$ cat config.mk
export PLATFORM = sky130hd
export DESIGN_NAME = modclk_divgate
export DESIGN_NICKNAME = d
export VERILOG_FILES = /design/src/rtl/modclk_pkg.sv /design/src/rtl/modclk_cfg_reg.sv /design/src/rtl/modclk_div_core.sv /design/src/rtl/modclk_divgate.sv
export SDC_FILE = /design/constraint.sdc
export NUM_CORES = 1
export LEC_CHECK = 0
export ABC_CLOCK_PERIOD_IN_PS = 2600
export CORE_UTILIZATION = 41
export CTS_CLUSTER_SIZE = 25
export DETAILED_ROUTE_END_ITERATION = 7
export PLACE_DENSITY = 0.79
export SLEW_MARGIN = 40
export SYNTH_ARGS = -nofsm -noshare
export SYNTH_HDL_FRONTEND = slang
export SYNTH_HIERARCHICAL = 1
export SYNTH_SLANG_ARGS = --single-unit
export TNS_END_PERCENT = 5
$ cat constraint.sdc
create_clock -name clk -period 2.6 [get_ports clk]
set_clock_uncertainty 0.1 [all_clocks]
set_input_delay 0.52 -clock clk [delete_from_list [all_inputs] [get_ports clk]]
set_output_delay 0.52 -clock clk [all_outputs]
set_load 0.1 [all_outputs]
$ cat src/rtl/modclk_pkg.sv
package modclk_pkg;
  localparam int REG_W   = 32;
  localparam int M_LSB   = 0;
  localparam int M_W     = 4;
  localparam int P_LSB   = 16;
  localparam int P_W     = 2;
  localparam int SEL_LSB = 24;
  localparam int EN_BIT  = 31;
  // widest pre-divider count is 2**(2**P_W - 1) - 1, which needs (2**P_W - 1) bits
  localparam int PRE_CW  = (1 << P_W) - 1;

  // last count value of the power-of-two stage: 2**p - 1
  function automatic logic [PRE_CW-1:0] pre_last(input logic [P_W-1:0] p);
    logic [PRE_CW:0] span;
    span = {{PRE_CW{1'b0}}, 1'b1} << p;
    span = span - {{PRE_CW{1'b0}}, 1'b1};
    return span[PRE_CW-1:0];
  endfunction

  // bits of the control word that carry a field for a given select width
  function automatic logic [REG_W-1:0] used_mask(input int sel_w);
    logic [REG_W-1:0] msk;
    msk = '0;
    msk[EN_BIT] = 1'b1;
    for (int i = 0; i < sel_w; i++) msk[SEL_LSB+i] = 1'b1;
    for (int i = 0; i < P_W; i++)   msk[P_LSB+i]   = 1'b1;
    for (int i = 0; i < M_W; i++)   msk[M_LSB+i]   = 1'b1;
    return msk;
  endfunction
endpackage

$ cat src/rtl/modclk_cfg_reg.sv
module modclk_cfg_reg
  import modclk_pkg::*;
#(
  parameter int SEL_W     = 2,
  parameter bit ALWAYS_ON = 1'b0
) (
  input  logic             clk,
  input  logic             rst_n,
  input  logic             wr_en,
  input  logic [REG_W-1:0] wr_data,
  output logic             cfg_en,
  output logic [SEL_W-1:0] cfg_sel,
  output logic [P_W-1:0]   cfg_p,
  output logic [M_W-1:0]   cfg_m,
  output logic [REG_W-1:0] rd_data
);
  logic unused_wr;
  assign unused_wr = ^wr_data;

  always_ff @(posedge clk or negedge rst_n) begin
    if (!rst_n) begin
      cfg_sel <= '0;
      cfg_p   <= '0;
      cfg_m   <= '0;
    end else if (wr_en) begin
      cfg_sel <= wr_data[SEL_LSB +: SEL_W];
      cfg_p   <= wr_data[P_LSB +: P_W];
      cfg_m   <= wr_data[M_LSB +: M_W];
    end
  end

  generate
    if (ALWAYS_ON) begin : g_pinned_on
      assign cfg_en = 1'b1;
    end else begin : g_sw_enable
      always_ff @(posedge clk or negedge rst_n) begin
        if (!rst_n)     cfg_en <= 1'b0;
        else if (wr_en) cfg_en <= wr_data[EN_BIT];
      end
    end
  endgenerate

  always_comb begin
    rd_data                   = '0;
    rd_data[EN_BIT]           = cfg_en;
    rd_data[SEL_LSB +: SEL_W] = cfg_sel;
    rd_data[P_LSB +: P_W]     = cfg_p;
    rd_data[M_LSB +: M_W]     = cfg_m;
  end
endmodule

$ cat src/rtl/modclk_div_core.sv
module modclk_div_core
  import modclk_pkg::*;
#(
  parameter int SEL_W = 2,
  localparam int NSRC  = 1 << SEL_W,
  localparam int ACT_W = 1 + SEL_W + P_W + M_W
) (
  input  logic             clk,
  input  logic             rst_n,
  input  logic             cfg_en,
  input  logic [SEL_W-1:0] cfg_sel,
  input  logic [P_W-1:0]   cfg_p,
  input  logic [M_W-1:0]   cfg_m,
  input  logic [NSRC-1:0]  src_tick,
  output logic             mod_tick,
  output logic             src_hit,
  output logic             at_boundary,
  output logic             act_en,
  output logic [ACT_W-1:0] act_word
);
  logic [SEL_W-1:0]  act_sel;
  logic [P_W-1:0]    act_p;
  logic [M_W-1:0]    act_m;
  logic [PRE_CW-1:0] pre_cnt;
  logic [M_W-1:0]    lin_cnt;
  logic              pre_wrap;
  logic              period_done;
  logic              at_zero;

  assign src_hit     = act_en & src_tick[act_sel];
  assign pre_wrap    = src_hit & (pre_cnt == pre_last(act_p));
  assign period_done = pre_wrap & (lin_cnt == act_m);
  assign at_zero     = (pre_cnt == '0) & (lin_cnt == '0) & ~src_hit;
  assign at_boundary = ~act_en | period_done | at_zero;
  assign act_word    = {act_en, act_sel, act_p, act_m};

  always_ff @(posedge clk or negedge rst_n) begin
    if (!rst_n) begin
      act_en   <= 1'b0;
      act_sel  <= '0;
      act_p    <= '0;
      act_m    <= '0;
      pre_cnt  <= '0;
      lin_cnt  <= '0;
      mod_tick <= 1'b0;
    end else begin
      mod_tick <= period_done;
      if (at_boundary) begin
        act_en  <= cfg_en;
        act_sel <= cfg_sel;
        act_p   <= cfg_p;
        act_m   <= cfg_m;
        pre_cnt <= '0;
        lin_cnt <= '0;
      end else if (src_hit) begin
        if (pre_wrap) begin
          pre_cnt <= '0;
          lin_cnt <= lin_cnt + 1'b1;
        end else begin
          pre_cnt <= pre_cnt + 1'b1;
        end
      end
    end
  end
endmodule

$ cat src/rtl/modclk_divgate.sv
module modclk_divgate
  import modclk_pkg::*;
#(
  parameter int SEL_W     = 2,
  parameter bit ALWAYS_ON = 1'b0,
  localparam int NSRC     = 1 << SEL_W
) (
  input  logic             clk,
  input  logic             rst_n,
  input  logic             wr_en,
  input  logic [REG_W-1:0] wr_data,
  output logic [REG_W-1:0] rd_data,
  input  logic [NSRC-1:0]  src_tick,
  output logic             mod_tick
);
  localparam int ACT_W = 1 + SEL_W + P_W + M_W;

  logic             cfg_en;
  logic [SEL_W-1:0] cfg_sel;
  logic [P_W-1:0]   cfg_p;
  logic [M_W-1:0]   cfg_m;
  logic             src_hit;
  logic             at_boundary;
  logic             act_en;
  logic [ACT_W-1:0] act_word;

  modclk_cfg_reg #(.SEL_W(SEL_W), .ALWAYS_ON(ALWAYS_ON)) u_cfg (
    .clk     (clk),
    .rst_n   (rst_n),
    .wr_en   (wr_en),
    .wr_data (wr_data),
    .cfg_en  (cfg_en),
    .cfg_sel (cfg_sel),
    .cfg_p   (cfg_p),
    .cfg_m   (cfg_m),
    .rd_data (rd_data)
  );

  modclk_div_core #(.SEL_W(SEL_W)) u_core (
    .clk         (clk),
    .rst_n       (rst_n),
    .cfg_en      (cfg_en),
    .cfg_sel     (cfg_sel),
    .cfg_p       (cfg_p),
    .cfg_m       (cfg_m),
    .src_tick    (src_tick),
    .mod_tick    (mod_tick),
    .src_hit     (src_hit),
    .at_boundary (at_boundary),
    .act_en      (act_en),
    .act_word    (act_word)
  );
endmodule

Yosys cells after proc, flatten, opt, wreduce, memory -nomap -nowiden
Index checks and enable logic that the tools add are counted.
- bits in registers: 26
- word-level logic and storage cells: 40
- add/subtract/negate cells: 3
- $lt $le $gt $ge: 1
- eq/ne operators: 2
- shifts and indexed selects: 1
- mux-type cells: 8
- bitwise gates (word level): 9
- reduce and logical (&&, ||, !) cells: 5
- operators with widths (kind ; number):
    $mux 4 ; 3
    $mux 3 ; 3
    $and 1x1->1 ; 5
    $add 4x1->4 const B ; 1
    $eq 4x4->1 ; 1
    $logic_not 4->1 ; 1
    $reduce_bool 2->1 ; 2
    $add 3x1->3 const B ; 1
    $eq 3x3->1 ; 1
    $logic_not 3->1 ; 1
    $lt 2x3->1 const B ; 1
    $shl 1x2->3 const A ; 1
    $sub 3x1->3 const B ; 1
    $bmux 1 s2 ; 1
    $not 1->1 ; 2
    $or 1x1->1 ; 2
    $reduce_and 2->1 ; 1
    $mux 1 ; 1

Longest topological paths before layout
Gate-level depths: netlist of run 1.
- word-level depth: 9
- mapped depth: 7
- mapped depth without buffers: 7

Cells and area by module
Netlist of run 1, hierarchy kept.
- modules (own cells, without submodules) (module ; instances ; cells each ; area an instance (sq um) ; sequential area each (sq um)):
    modclk_div_core ; 1 ; 80 ; 964.7 ; 425.4
    modclk_cfg_reg ; 1 ; 52 ; 615.6 ; 225.2

Worst setup path after synthesis of run 1
OpenSTA, ideal clock, no wires.
- path type: reg-to-reg
- start point: register u_core.act_p[0]
- end point: register u_core.act_m[2]
- arrival time: 1834 ps
- data required time: 2375 ps
- setup slack: 541 ps
- cell stages (with the launch flop): 7
- buffers on the path: 1
- period minus slack after synthesis: 2059 ps
- cells stage by stage: dfrtp_1 or2_1 a2111oi_4 o21ai_2 o22a_4 buf_6 mux2_4
- cells in the longest elaborated chain, start to end: 7
- RTL lines (item ; RTL line ; source):
    start: declaration ; modclk_div_core.sv:22 ; logic [P_W-1:0] act_p;
    start signal: assignment ; modclk_div_core.sv:51 ; act_p <= cfg_p;
    $shl 1x2->3 ; modclk_pkg.sv:15 ; span = {{PRE_CW{1'b0}}, 1'b1} << p;
    $sub 3x1->3 ; modclk_pkg.sv:16 ; span = span - {{PRE_CW{1'b0}}, 1'b1};
    $eq 3x3->1 ; modclk_div_core.sv:31 ; assign pre_wrap = src_hit & (pre_cnt == pre_last(act_p));
    $and 1x1->1 ; modclk_div_core.sv:31 ;
    $and 1x1->1 ; modclk_div_core.sv:32 ; assign period_done = pre_wrap & (lin_cnt == act_m);
    $or 1x1->1 (2 in a row) ; modclk_div_core.sv:34 ; assign at_boundary = ~act_en | period_done | at_zero;
    end signal: assignment ; modclk_div_core.sv:52 ; act_m <= cfg_m;
    end: declaration ; modclk_div_core.sv:23 ; logic [M_W-1:0] act_m;
No other way between the ends.
A chain may end at the register's enable or synchronous reset.

Worst setup path after layout of run 1
- start point: register u_core.act_p[0]
- end point: register u_core.act_m[3]
The elaborated chain is that of the path after synthesis.

==> results of run 1 <==
[worst paths after layout]
path	startpoint	endpoint	slack, ps
max in group asynchronous	rst_n	u_core/act_m[0]	1640
worst min register to register	u_cfg/cfg_en	u_core/act_en	400
worst max-delay path	u_core/act_p[0]	u_core/act_m[3]	430
worst min-delay path	u_cfg/cfg_en	u_core/act_en	400
min in group asynchronous	rst_n	u_core/lin_cnt[1]	510
worst max register to register	u_core/act_p[0]	u_core/act_m[3]	430
[layer usage]
layer  track usage  wire [um]
met2         0.221       1160
met3        0.0321         98
met1         0.165       1010
met5             0          0
met4        0.0795         52
[registers in the layout, summed over array words and instances (netlist names)]
register         flops
u_cfg/cfg_m          4
u_core/act_m         4
u_core/lin_cnt       4
u_core/pre_cnt       3
u_cfg/cfg_p          2
u_cfg/cfg_sel        2
u_core/act_p         2
u_core/act_sel       2
u_cfg/cfg_en         1
u_core/act_en        1
u_core/mod_tick      1
[layout make-up]
type | count | area share
multi-input cells | 88 | 0.413
flip-flops and latches | 26 | 0.371
repair buffers | 26 | 0.133
well taps | 48 | 0.0343
clock buffers | 3 | 0.0236
clock inverters | 1 | 0.0171
inverters | 4 | 0.00857
[placed cells by master (no fill, tap or decap), types with 2 or more instances in the layout]
cell,n
dfrtp_1,26
conb_1,23
clkdlybuf4s50_1,15
mux2_4,15
buf_4,11
xnor2_1,5
inv_1,4
nand2_1,4
o21ai_0,4
ha_1,4
clkbuf_8,3
nand3_1,3
nor2_1,3
mux2_2,3
nand2b_1,2
mux2i_1,2
or2_1,2
nand3b_1,2
o21a_1,2
[power groups by stage]
stage	logic, W	clock network, W	registers [W]
finish	0.00101	0.000334	0.000639
global route	0.00109	0.000361	0.000658
CTS	0.00101	0.000341	0.000641
detailed placement	0.00101	0	0.000649
global placement	0.000980	0	0.000639
floorplan	0.000947	0	0.000620
[metrics by stage]
step	hold WS [ps]	power [W]
6_report	405	0.00198
5_1_grt	459	0.00211
4_1_cts	411	0.00199
3_5_place_dp	388	0.00166
3_3_place_gp	382	0.00162
2_1_floorplan	124	0.00157
==> results.yml, run 1 <==
final_layout:
  regArea_um2: 651
  drive_gt1_frac: 0.250
  fillerInstances: 331
  multiInputGateArea_um2: 723
  fin_nets: 192
  fin_area_mm2: 0.00175
  syn_to_final_growth_pct: 11.7
  antenna_cells: 0
  fin_util: 0.479
  finalNonFillerCells: 196
power_and_ir_drop:
  switching_share: 0.413
  sequentialPowerShare: 0.323
  combPwrFrac: 0.509
  p_switching_w: 0.000818
  max-vdd-ir-drop_mv: 0.570
  clkPwrFrac: 0.168
  p_int_w: 0.00116
  p_per_area_mw_per_mm2: 1130
  power.leakage_nw: 0.806
placement:
  dp_cells: 192
  post-place-ws_ps: 252
  placed_area_mm2: 0.00168
  port_buffers: 25
  dpl.hpwl_mm: 1.77
  gp_congestion: 0.807
floorplanning:
  die_x_um: 63.9
  ios: 72
  fp-row-count: 22
  dieArea_mm2: 0.00408
  core_mm2: 0.00366
  start_util: 0.429
  die_h_um: 63.9
clock_network:
  cts_hold_buf: 0
  cts_tree: "yes"
  cts_resized: 0
  ctsHtreeMaxLevel: 1
  cts_buffers: 3
  clk_latency_ps: 270
  cts.sinks: 26
  clk_pin_slew_ps: 90
  clockBufferDepth: 2
  cts_root_buffer: "clkbuf_8"
  postCtsSetupBuffers: 0
timing:
  setup_viol: 0
  period_minus_slack_ps: 2170
  worst_slack_ps: 429
  fin_crit_sh: 0.835
  worst-slew-pin-transition_ps: 572
  grt_setup_unrepaired: "no"
  max_clock_freq_ghz: 0.461
  hold_viol_final: 0
  tns_ps: 0
  slew_headroom: 0.618
  slew_violations: 0
global_route:
  grt_start_max_net_pins: 27
  grt_pass1_wl_mm: 4.24
  grt_use_total: 0.137
  grt_pass1_vias: 928
  antenna_found_initial: 0
  overflow: 0
routing:
  viasPerCell: 4.63
  drc: 0
  drt-total-wl_mm: 2.32
  via_count: 907
  drt_iter0_drc: 15
  firstDrtPassIters: 4
  ant_nets: 0
  wl_per_cell_um: 11.8
setup_path:
  crit_type: "reg2reg"
  critical-path-slowest-cell: "dfrtp_1"
  cp_num_buf_inv: 0
  worst-endpoint-required_ps: 2660
  crit_chain: "or2_1 -> a2111oi_4 -> o21ai_2 -> o22a_4 -> mux2_4"
  cp.depth: 5
  worstPathMaxFanout: 11
  path_delay_family: "compound AO/OA/AOI/OAI gates"
  end_kind: "flip-flop"
  worst_setup_path_start_kind: "flip-flop"
  cp.arrival_ps: 2230
  worst_r2r_path_depth: 5
  slowest_delay_ps: 430
synth:
  yosys_warnings: 6
  synthesis.instances: 130
  avgSynthCellArea_um2: 12.1
  synthesis.area_mm2: 0.00157
outcome:
  status: "finished clean"
worst_hold_path:
  holdPathStages: 1
  hp-class: "reg2reg"
job:
  maxCapViolations: 0
No activity file was read; power rests on OpenSTA's default activity.
==> inputs of run 2 (changes only) <==
--- a/config.mk
+++ b/config.mk
@@ -5,7 +5,7 @@
 export SDC_FILE = /design/constraint.sdc
 export NUM_CORES = 1
 export LEC_CHECK = 0
-export ABC_CLOCK_PERIOD_IN_PS = 2600
+export ABC_CLOCK_PERIOD_IN_PS = 2130
 export CORE_UTILIZATION = 41
 export CTS_CLUSTER_SIZE = 25
 export DETAILED_ROUTE_END_ITERATION = 7
==> constraint.sdc (replaced) <==
create_clock -name clk -period 2.13 [get_ports clk]
set_clock_uncertainty 0.1 [all_clocks]
set_input_delay 0.426 -clock clk [delete_from_list [all_inputs] [get_ports clk]]
set_output_delay 0.426 -clock clk [all_outputs]
set_load 0.1 [all_outputs]
==> run 2 against run 1 <==
Effect of this change:
- largest power group unchanged
- critical endpoint is now u_core/act_m[2]
- sequential power up 19%
- clock-buffer cell count rose by 1
- critical path type unchanged
- non-clock buffer count up 5
- die area is the same
- largest cell class unchanged
- highest routed layer unchanged
- fmax is 7.2% higher
==> results.yml, run 2 (synthesized netlist as in run 1, its figures left out) <==
floorplanning:
  die_h_um: 63.9
  die_x_um: 63.9
  dieArea_mm2: 0.00408
  core_mm2: 0.00366
  fp-row-count: 22
  start_util: 0.429
  ios: 72
routing:
  viasPerCell: 4.59
  wl_per_cell_um: 11.7
  via_count: 922
  firstDrtPassIters: 4
  ant_nets: 0
  drt-total-wl_mm: 2.35
  drt_iter0_drc: 47
  drc: 0
outcome:
  status: "finished clean"
clock_network:
  clockBufferDepth: 2
  cts_buffers: 3
  clk_latency_ps: 280
  cts.sinks: 26
  cts_resized: 0
  cts_hold_buf: 0
  clk_pin_slew_ps: 90
  postCtsSetupBuffers: 0
  cts_root_buffer: "clkbuf_8"
  cts_tree: "yes"
  ctsHtreeMaxLevel: 1
setup_path:
  end_kind: "flip-flop"
  crit_type: "reg2reg"
  worst_setup_path_start_kind: "flip-flop"
  cp.arrival_ps: 2100
  path_delay_family: "compound AO/OA/AOI/OAI gates"
  slowest_delay_ps: 420
  critical-path-slowest-cell: "dfrtp_1"
  worstPathMaxFanout: 11
  cp_num_buf_inv: 0
  crit_chain: "or2_1 -> a2111oi_4 -> o21ai_2 -> o22a_4 -> mux2_4"
  worst-endpoint-required_ps: 2200
global_route:
  grt_use_total: 0.132
  grt_pass1_vias: 900
  overflow: 0
  antenna_found_initial: 0
  grt_pass1_wl_mm: 4.04
  grt_start_max_net_pins: 27
final_layout:
  antenna_cells: 0
  fin_nets: 197
  fin_util: 0.485
  layout_common_cells: "26 x dfrtp_1, 23 x conb_1, 16 x buf_4"
  syn_to_final_growth_pct: 13.1
  fin_area_mm2: 0.00177
  layout_commonest_cell: "dfrtp_1"
  drive_gt1_frac: 0.275
  top_regs: "u_cfg/cfg_m: 4 flops, u_core/act_m: 4 flops, u_core/lin_cnt: 4 flops"
job:
  maxCapViolations: 0
worst_hold_path:
  hp-class: "reg2reg"
placement:
  port_buffers: 25
  gp_congestion: 0.835
  dpl.hpwl_mm: 1.77
  placed_area_mm2: 0.00172
power_and_ir_drop:
  power.leakage_nw: 0.824
  max-vdd-ir-drop_mv: 0.638
  p_per_area_mw_per_mm2: 1350
timing:
  slew_violations: 0
  fin_crit_sh: 0.951
  period_minus_slack_ps: 2030
  hold_viol_final: 0
  grt_setup_unrepaired: "no"
  setup_viol: 0
  max_clock_freq_ghz: 0.494
-- run 2: cell types whose count changed in the layout (fill, tap and decap cells not counted), sizes merged --
cell	delta
buf	+5
bufinv	-1
clkbuf	+1
-- run 2: layout make-up --
cell class / count / area [um2]
fillers: 331 / 1890
multi-input cells: 88 / 723
inverters: 4 / 15.0
clock buffers: 4 / 55.1
well taps: 48 / 60.1
flip-flops and latches: 26 / 651
repair buffers: 31 / 270
-- run 2: final timing paths --
path                       cells past startpoint             from  slack, ps           endpoint
hold reg to reg                                1     u_cfg/cfg_en        400      u_core/act_en
setup / recovery                               5  u_core/act_p[0]        100    u_core/act_m[2]
min in group asynchronous                      2            rst_n        410  u_core/pre_cnt[2]
setup reg to reg                               5  u_core/act_p[0]        100    u_core/act_m[2]
max in group asynchronous                      2            rst_n       1270     u_cfg/cfg_m[2]
hold / removal                                 1     u_cfg/cfg_en        400      u_core/act_en
-- run 2: power by group --
group          switching, W  total (W)  internal (W)
Combinational      0.000718    0.00131      0.000587
Sequential         0.000127   0.000762      0.000635
Clock              0.000161   0.000327      0.000166
-- run 2: stage by stage --
stage | setup slack (ps) | TNS [ps] | hold WS [ps] | power (W) | std cells
final | 104 | 0 | 397 | 0.00239 | 201
after global routing | 52.5 | 0 | 430 | 0.00253 | 201
after CTS | 94.5 | 0 | 407 | 0.00242 | 201
after detailed placement | -67.3 | -520 | 382 | 0.00208 | 197
after global placement | -39.1 | -259 | 381 | 0.00204 | 197
after floorplan | 73.5 | 0 | 30.4 | 0.00191 | 152
-- run 2: layer usage --
layer / wire [um] / global-route usage / up-vias / part of all wire
li1: - / - / 432 / -
met1: 1020 / 0.156 / 446 / 0.43
met2: 1150 / 0.215 / 37 / 0.49
met3: 102 / 0.0214 / 7 / 0.043
met4: 75 / 0.0994 / 0 / 0.032
met5: 0 / 0 / - / 0
